$ cat src/rtl/ipi_pkg.sv
package ipi_pkg;

    typedef enum logic [1:0] {
        ST_IDLE    = 2'd0,
        ST_RESOLVE = 2'd1,
        ST_SEND    = 2'd2
    } ipi_state_e;

    localparam logic [1:0] SH_NONE   = 2'd0;
    localparam logic [1:0] SH_SELF   = 2'd1;
    localparam logic [1:0] SH_ALL    = 2'd2;
    localparam logic [1:0] SH_OTHERS = 2'd3;

    localparam int unsigned IDX_CMD_LO = 32'h30;
    localparam int unsigned IDX_CMD_HI = 32'h31;
    localparam int unsigned IDX_SELF   = 32'h3F;

    typedef struct packed {
        logic [7:0] vector;
        logic [2:0] dmode;
        logic       logical;
        logic       level;
        logic [1:0] shorthand;
    } ipi_cmd_t;

endpackage

$ cat src/rtl/ipi_field_decode.sv
module ipi_field_decode
    import ipi_pkg::*;
(
    input  logic [31:0] word,
    output ipi_cmd_t    cmd
);
    always_comb begin
        cmd.vector    = word[7:0];
        cmd.dmode     = word[10:8];
        cmd.logical   = word[11];
        cmd.level     = word[15];
        cmd.shorthand = word[19:18];
    end
endmodule

$ cat src/rtl/ipi_target_mask.sv
module ipi_target_mask
    import ipi_pkg::*;
#(
    parameter int N_UNITS = 8
) (
    input  logic [1:0]         shorthand,
    input  logic [31:0]        self_id,
    output logic [N_UNITS-1:0] mask
);
    logic [N_UNITS-1:0] self_hit;

    for (genvar i = 0; i < N_UNITS; i++) begin : g_hit
        assign self_hit[i] = (self_id == 32'(i));
    end

    always_comb begin
        unique case (shorthand)
            SH_SELF:   mask = self_hit;
            SH_ALL:    mask = '1;
            SH_OTHERS: mask = ~self_hit;
            default:   mask = '0;
        endcase
    end
endmodule

$ cat src/rtl/ipi_cmd_issuer.sv
module ipi_cmd_issuer
    import ipi_pkg::*;
#(
    parameter int N_UNITS = 8,
    parameter int IDX_W   = 6
) (
    input  logic               clk,
    input  logic               rst_n,
    input  logic               ext_mode,
    input  logic [7:0]         self_id_leg,
    input  logic [31:0]        self_id_ext,
    input  logic               wr_en,
    input  logic [IDX_W-1:0]   wr_idx,
    input  logic [63:0]        wr_data,
    output logic               wr_ready,
    output logic               wr_err,
    output logic               rsv_req,
    output logic [31:0]        rsv_dest,
    output logic               rsv_logical,
    input  logic               rsv_ack,
    input  logic [N_UNITS-1:0] rsv_mask,
    output logic               dlv_valid,
    input  logic               dlv_ready,
    output logic [N_UNITS-1:0] dlv_mask,
    output logic [7:0]         dlv_vector,
    output logic [2:0]         dlv_mode,
    output logic               dlv_level,
    output logic               dlv_logical
);
    localparam logic [IDX_W-1:0] IX_LO   = IDX_W'(IDX_CMD_LO);
    localparam logic [IDX_W-1:0] IX_HI   = IDX_W'(IDX_CMD_HI);
    localparam logic [IDX_W-1:0] IX_SELF = IDX_W'(IDX_SELF);

    ipi_state_e         state_q, state_d;
    logic [31:0]        hi_q;
    ipi_cmd_t           lo_cmd, new_cmd;
    logic [N_UNITS-1:0] sh_mask;
    logic [31:0]        self_sel, new_dest;
    logic               acc, is_lo, is_hi, is_self, reject, start;

    ipi_field_decode u_dec (
        .word (wr_data[31:0]),
        .cmd  (lo_cmd)
    );

    ipi_target_mask #(.N_UNITS(N_UNITS)) u_mask (
        .shorthand (new_cmd.shorthand),
        .self_id   (self_sel),
        .mask      (sh_mask)
    );

    // write decode
    always_comb begin
        acc      = wr_en && (state_q == ST_IDLE);
        is_lo    = (wr_idx == IX_LO);
        is_hi    = (wr_idx == IX_HI);
        is_self  = (wr_idx == IX_SELF);
        reject   = acc && ((is_hi && ext_mode) || (is_self && !ext_mode) ||
                           !(is_lo || is_hi || is_self));
        start    = acc && !reject && (is_lo || is_self);
        self_sel = ext_mode ? self_id_ext : {24'd0, self_id_leg};
        new_dest = ext_mode ? wr_data[63:32] : {24'd0, hi_q[31:24]};
        if (is_self) begin
            new_cmd           = '0;
            new_cmd.vector    = wr_data[7:0];
            new_cmd.shorthand = SH_SELF;
        end else begin
            new_cmd = lo_cmd;
        end
    end

    // next state
    always_comb begin
        state_d = state_q;
        unique case (state_q)
            ST_IDLE: begin
                if (start)
                    state_d = (new_cmd.shorthand == SH_NONE) ? ST_RESOLVE : ST_SEND;
            end
            ST_RESOLVE: if (rsv_ack) state_d = ST_SEND;
            ST_SEND:    if (dlv_ready) state_d = ST_IDLE;
            default:    state_d = ST_IDLE;
        endcase
    end

    // state register
    always_ff @(posedge clk) begin
        if (!rst_n) state_q <= ST_IDLE;
        else        state_q <= state_d;
    end

    // outputs and datapath registers
    always_ff @(posedge clk) begin
        if (!rst_n) begin
            hi_q        <= '0;
            wr_err      <= 1'b0;
            rsv_dest    <= '0;
            rsv_logical <= 1'b0;
            dlv_mask    <= '0;
            dlv_vector  <= '0;
            dlv_mode    <= '0;
            dlv_level   <= 1'b0;
            dlv_logical <= 1'b0;
        end else begin
            wr_err <= reject;
            if (acc && is_hi && !ext_mode)
                hi_q <= wr_data[31:0];
            if (start) begin
                rsv_dest    <= new_dest;
                rsv_logical <= new_cmd.logical;
                dlv_mask    <= sh_mask;
                dlv_vector  <= new_cmd.vector;
                dlv_mode    <= new_cmd.dmode;
                dlv_level   <= new_cmd.level;
                dlv_logical <= new_cmd.logical;
            end
            if (state_q == ST_RESOLVE && rsv_ack)
                dlv_mask <= rsv_mask;
        end
    end

    assign wr_ready  = (state_q == ST_IDLE);
    assign rsv_req   = (state_q == ST_RESOLVE);
    assign dlv_valid = (state_q == ST_SEND);

    // checks on the handshakes
    assert_req_hold_R11: assert property (@(posedge clk) disable iff (!rst_n)
        dlv_valid && !dlv_ready |=> dlv_valid && $stable(dlv_mask) && $stable(dlv_vector));
    assert_busy_R11: assert property (@(posedge clk) disable iff (!rst_n)
        (dlv_valid || rsv_req) |-> !wr_ready);
    assert_rsv_hold_R5: assert property (@(posedge clk) disable iff (!rst_n)
        rsv_req && !rsv_ack |=> rsv_req && $stable(rsv_dest));
    assert_err_cause_R10: assert property (@(posedge clk) disable iff (!rst_n)
        wr_err |-> $past(wr_en));
    assert_one_phase_R5: assert property (@(posedge clk) disable iff (!rst_n)
        $onehot0({rsv_req, dlv_valid}));
endmodule

$ cat config.mk
export PLATFORM = sky130hd
export DESIGN_NAME = ipi_cmd_issuer
export DESIGN_NICKNAME = d
export VERILOG_FILES = /design/src/rtl/ipi_pkg.sv /design/src/rtl/ipi_field_decode.sv /design/src/rtl/ipi_target_mask.sv /design/src/rtl/ipi_cmd_issuer.sv
export SDC_FILE = /design/constraint.sdc
export NUM_CORES = 1
export LEC_CHECK = 0
export BUFFER_PORTS_ARGS = -buffer_cell sky130_fd_sc_hd__buf_2
export CAP_MARGIN = 15
export CORE_ASPECT_RATIO = 1.1
export CORE_MARGIN = 10
export CORE_UTILIZATION = 46
export DETAILED_ROUTE_END_ITERATION = 7
export GPL_TIMING_DRIVEN = 0
export HOLD_SLACK_MARGIN = 0.02
export MAX_ROUTING_LAYER = met4
export PLACE_DENSITY = 0.85
export SKIP_LAST_GASP = 1
export SLEW_MARGIN = 30
export SYNTH_ARGS = -nofsm -noshare
export SYNTH_HDL_FRONTEND = slang
export SYNTH_SLANG_ARGS = --single-unit
$ cat constraint.sdc
create_clock -name clk -period 2.4 [get_ports clk]
set_clock_uncertainty 0.1 [all_clocks]
set_input_delay 0.24 -clock clk [delete_from_list [all_inputs] [get_ports clk]]
set_output_delay 0.24 -clock clk [all_outputs]
set_load 0.005 [all_outputs]
=== Word-level counts from Yosys, hierarchy flattened ===
Cells that the tools add are included.

* Register bits: 88
* Bits of input ports: 124
* Output and inout bits: 58
* Word-level logic and storage cells: 61

* Equality and inequality tests: 18
* Muxes and demuxes: 11
* Bitwise operators: 1
* Reductions and logical operators: 22

{| class="wikitable"
|+ Operators with widths
! operator !! count
|-
| == test 32 x 3 -> 1 bit, second input constant || 4
|-
| == test 32 x 2 -> 1 bit, second input constant || 2
|-
| two-way mux 32 bit || 2
|-
| == test 32 x 1 -> 1 bit, second input constant || 1
|-
| zero test 32 bit || 1
|-
| case mux 8 bit (3 select lines) || 1
|-
| == test 6 bit, second input constant || 3
|-
| two-way mux 8 bit || 2
|-
| logical AND 1 bit || 9
|-
| two-way mux 2 bit || 4
|-
| NOT 8 bit || 1
|-
| two-way mux 7 bit || 1
|-
| == test 2 bit, second input constant || 3
|-
| != test 2 x 1 -> 1 bit, second input constant || 3
|-
| case mux 2 bit (3 select lines) || 1
|-
| logical OR 1 bit || 5
|-
| == test 2 x 1 -> 1 bit, second input constant || 2
|-
| zero test 2 bit || 2
|-
| zero test 1 bit || 3
|-
| AND reduction 3 bit || 1
|-
| nonzero test 2 bit || 1
|}

=== Logic depth before layout (Yosys ltp) ===
* Word-level depth: 11
* Gate-level depth with buffers: 8
* Depth with buffers taken out: 6

=== Hierarchy ===
A second synthesis with hierarchy kept.

* Cell total of the unflattened synthesis: 396
* Area total of the unflattened synthesis: 3355.7 um^2

{| class="wikitable"
|+ Modules (own cells, without submodules)
! module !! times used !! cells each !! area each (um^2) !! seq. area each (um^2)
|-
| ipi_cmd_issuer || 1 || 342 || 2887.8 || 1281.2
|-
| ipi_target_mask || 1 || 39 || 355.3 || 0.0
|-
| ipi_field_decode || 1 || 15 || 112.6 || 0.0
|}

=== Worst setup path after synthesis ===
No wires, ideal clock.

* Kind: input to register
* Start: input port wr_idx[4]
* End: register rsv_dest[6]
* Data arrival time: 1.502 ns
* Data required time: 2.184 ns
* Setup slack: 0.681 ns
* Stages: 7
* Path buffers: 2
* Path through: nand2_1 -> or4_4 -> a21boi_2 -> buf_4 -> buf_2 -> nand2_1 -> o211a_1

* Cells in the longest elaborated chain, start to end: 9

{| class="wikitable"
|+ RTL lines
! element !! line !! text
|-
| from (decl) || ipi_cmd_issuer.sv:13 || <nowiki>input logic [IDX_W-1:0] wr_idx,</nowiki>
|-
| == test 6 bit (on tied branches) || ipi_cmd_issuer.sv:55, ipi_cmd_issuer.sv:56 ||
|-
| logical OR 1 bit (2 in a row) || ipi_cmd_issuer.sv:59 || <nowiki>!(is_lo || is_hi || is_self));</nowiki>
|-
| zero test 1 bit || ipi_cmd_issuer.sv:59 ||
|-
| logical OR 1 bit || ipi_cmd_issuer.sv:58 || <nowiki>reject = acc && ((is_hi && ext_mode) || (is_self && !ext_mode) ||</nowiki>
|-
| logical AND 1 bit || ipi_cmd_issuer.sv:58 ||
|-
| zero test 1 bit || ipi_cmd_issuer.sv:60 || <nowiki>start = acc && !reject && (is_lo || is_self);</nowiki>
|-
| logical AND 1 bit || ipi_cmd_issuer.sv:60 ||
|-
| logical AND 1 bit (*) || ipi_cmd_issuer.sv:60 ||
|-
| to (signal assigned) || ipi_cmd_issuer.sv:109 || <nowiki>rsv_dest <= new_dest;</nowiki>
|-
| to (decl) || ipi_cmd_issuer.sv:18 || <nowiki>output logic [31:0] rsv_dest,</nowiki>
|}

Every way passes the cells marked *; elsewhere a longest branch is shown, timed or not.
A chain may end at the register's enable or synchronous reset.

=== Worst setup path after layout ===
* Start: input port wr_idx[1]
* End: register hi_q[29]

* Cells in the longest elaborated chain, start to end: 3

{| class="wikitable"
|+ RTL lines
! element !! line !! text
|-
| == test 6 bit || ipi_cmd_issuer.sv:56 || <nowiki>is_hi = (wr_idx == IX_HI);</nowiki>
|-
| logical AND 1 bit (2 in a row) || ipi_cmd_issuer.sv:106 || <nowiki>if (acc && is_hi && !ext_mode)</nowiki>
|-
| to (signal assigned) || ipi_cmd_issuer.sv:107 || <nowiki>hi_q <= wr_data[31:0];</nowiki>
|-
| to (decl) || ipi_cmd_issuer.sv:35 || <nowiki>logic [31:0] hi_q;</nowiki>
|}

Every way passes these cells.

==> impl_metrics.env <==
export IMPL_peakVddDrop_v=0.000419
export IMPL_criticalPathCategory="in -> reg"
export IMPL_r2r_end="dlv_mask[7]"
export IMPL_final_setup_tns_ps=0
export IMPL_grt_remaining_overflow=0
export IMPL_holdPathEnd="dlv_vector[2]"
export IMPL_synth_compound_area_share_pct=18.0
export IMPL_cts_setup_buffers=0
export IMPL_drive_above_1_share_pct=36.4
export IMPL_grt_pass1_wl_um=16300
export IMPL_die_h_um=104
export IMPL_async_reset_ff_share_pct=0
export IMPL_rr_startpoint="state_q[0]"
export IMPL_routedWlPerCell_um=16.7
export IMPL_critPathArrivalTime_ps=1950
export IMPL_ys_warn_count=0
export IMPL_synthAdderAreaFrac_pct=0
export IMPL_grt_max_degree=12
export IMPL_core_um2=6230
export IMPL_relSlewSlack_pct=44.8
export IMPL_worstHoldPathCells=3
export IMPL_timing_final_crit_share_pct=76.1
export IMPL_syn_to_final_growth_pct=39.0
export IMPL_root_buffer="clkbuf_8"
export IMPL_final_hold_viol_count=0
export IMPL_start_util_pct=47.7
export IMPL_cellPowerDensity_nw_per_um2=533
export IMPL_first_iter_violations=178
export IMPL_finalNetCount=665
export IMPL_crit_buf_inv=1
export IMPL_rrSetupSlack_ps=580
export IMPL_grt_pass1_vias=3399
export IMPL_synth_top_family_by_area="simple AND/OR/NAND/NOR gates"
export IMPL_start_kind="input pin"
export IMPL_die_area_um2=10100
export IMPL_synth_ff_type="dfxtp_1"
export IMPL_insertion_delay_ps=330
export IMPL_finalSetupViolations=0
export IMPL_synth_area_um2=2970
export IMPL_fillerInstances=545
export IMPL_rsz0062_at_grt="no"
export IMPL_maxCapViolations=0
export IMPL_ys_ff_latch=64
export IMPL_final_area_um2=4130
export IMPL_setup_ws_ps=573
export IMPL_cpMaxStageDelayCell="nor4_1"
export IMPL_synth_xor_area_share_pct=1.18
export IMPL_final_cells=626
export IMPL_cp_max_fo=8
export IMPL_ios=182
export IMPL_fin_hold_ws_ps=50.5
export IMPL_routed_wl_um=10500
export IMPL_ys_seq_area_share_pct=43.1
export IMPL_critPathMaxStageDelay_ps=720
export IMPL_syn_area_per_cell_um2=8.30
export IMPL_hpwlAfterDp_um=8510
export IMPL_io_buffers=172
export IMPL_multi_input_area_um2=1560
export IMPL_synth_simple_area_share_pct=28.0
export IMPL_firstDrtPassIters=4
export IMPL_clk_pin_slew_ps=70
export IMPL_status="complete, no violations"
export IMPL_placed_area_um2=3930
export IMPL_htreeDepth=3
export IMPL_track_usage_pct=19.6
export IMPL_drc=0
export IMPL_final_seq_area_um2=1280
export IMPL_place_inst=610
export IMPL_max_freq_ghz=0.547
export IMPL_dieWidth_um=96.6
export IMPL_place_ws_ps=195
export IMPL_antennaDiodeCount=0
export IMPL_synthMuxAreaShare_pct=5.39
export IMPL_hold_path_class="in -> reg"
export IMPL_worst_pin_slew_ps=821
export IMPL_reg2reg_depth=7
export IMPL_final_min_clock_period_ps=1830
export IMPL_cts_resized=0
export IMPL_synth_edff_count=0
export IMPL_yosysUniqueCellTypes=40
export IMPL_vias_per_cell=5.24
export IMPL_leakagePower_nw=2.04
export IMPL_hold_start="wr_data[2]"
export IMPL_slew_violations=0
export IMPL_endpoint_kind="register"
export IMPL_cts_tree="built"
export IMPL_ant_nets=0
export IMPL_crit_family="simple AND/OR/NAND/NOR gates"
export IMPL_numCtsBuffers=9
export IMPL_worstPathRequired_ps=2520
export IMPL_syn_nets=482
export IMPL_clockBufferDepth=2
export IMPL_cts_sinks=64
export IMPL_cp_cell_sequence="buf_2 -> nor4_1 -> nand4_2 -> mux2i_1 -> nor2b_1"
export IMPL_rows=30
export IMPL_cts_hold_buf=0
export IMPL_antenna_found_initial=0
export IMPL_synth_cells=358
export IMPL_globalplace_congestion=0.929
export IMPL_vias=3279
==> logic make-up (layout without fill, tap and decap cells) <==
kind of cell	after synthesis	after routing
XOR/XNOR	4	4
AND/OR/NAND/NOR	171	171
AO/OA/AOI/OAI	73	73
buffers and inverters	30	218
multiplexers	16	16
flip-flops	64	64
==> registers in the layout, indices dropped and copies added (netlist names) <==
signal	cells
dlv_level	1
rsv_dest	32
wr_err	1
dlv_mode	3
dlv_mask	8
dlv_logical	1
hi_q	8
dlv_vector	8
state_q	2
==> synthesized netlist by cell type, types with 4 or more instances <==
cell type | count | area, um^2
nand2_1 | 74 | 278
dfxtp_1 | 64 | 1280
nand3_1 | 42 | 210
a21boi_0 | 23 | 173
mux2i_1 | 16 | 160
a21boi_1 | 14 | 105
clkbuf_1 | 14 | 52.6
nor2b_1 | 12 | 75.1
o21ai_0 | 11 | 55.1
nor2_1 | 10 | 37.5
o211a_1 | 8 | 80.1
nor4_1 | 7 | 43.8
nand2b_1 | 6 | 37.5
buf_2 | 5 | 25.0
nand4_1 | 5 | 31.3
a21oi_1 | 4 | 20.0
inv_1 | 4 | 15.0
xnor2_1 | 4 | 35.0
==> layout make-up <==
cell class | instances | share of cell area [%]
multi-input cells | 264 | 37.8
flip-flops and latches | 64 | 31.0
repair buffers | 172 | 20.8
clock buffers | 11 | 3.42
plain buffers | 25 | 2.70
well taps | 80 | 2.42
clock inverters | 5 | 1.36
inverters | 5 | 0.454
==> report_power, final <==
group / leakage, nW / switching (W) / internal, W
combinational: 1.42 / 0.000104 / 0.000111
sequential: 0.516 / 0.00000310 / 0.00107
clock: 0.0993 / 0.000410 / 0.000507
total: 2.04 / 0.000517 / 0.00169
==> through the flow <==
stage | util [%] | power (W)
after floorplan | - | 0.00118
after global placement | 63.1 | 0.00130
after detailed placement | 63.1 | 0.00131
after CTS | 66.3 | 0.00222
after global routing | 66.3 | 0.00228
final | 66.3 | 0.00220
==> worst max-delay path by stage <==
stage / start / endpoint / cells past startpoint
after global routing: state_q[0] / dlv_level / 7
after floorplan: wr_idx[4] / rsv_dest[6] / 7
after detailed placement: ext_mode / rsv_dest[7] / 6
final: wr_idx[1] / hi_q[29] / 5
after CTS: ext_mode / rsv_dest[7] / 6
after global placement: ext_mode / rsv_dest[6] / 6
==> tightest hold or removal path, stage by stage <==
cell      delay, ps
buf_2            90
nand2_1          40
a21boi_1         50
==> placed cells by master (no fill, tap or decap), drive strengths merged, types with 3 or more instances in the layout <==
cell type / instances
clkinv: 3
nor2: 10
nand3: 42
and2: 3
a21boi: 38
nand2: 74
nand4: 6
nor2b: 12
dfxtp: 64
o211a: 8
xnor2: 4
clkbuf: 25
inv: 5
nand2b: 6
mux2i: 16
buf: 183
a21oi: 4
o21ai: 12
nor4: 7
==> per-layer routing <==
layer  vias up  routed length (um)  global-route usage [%]
met4         0                 146                    6.54
li1       1622                   -                       -
met5         -                   0                       -
met3        12                 530                    3.19
met1      1529                4290                    21.5
met2       116                5480                    35.1
Note: power is estimated with default switching activity, not from simulation.
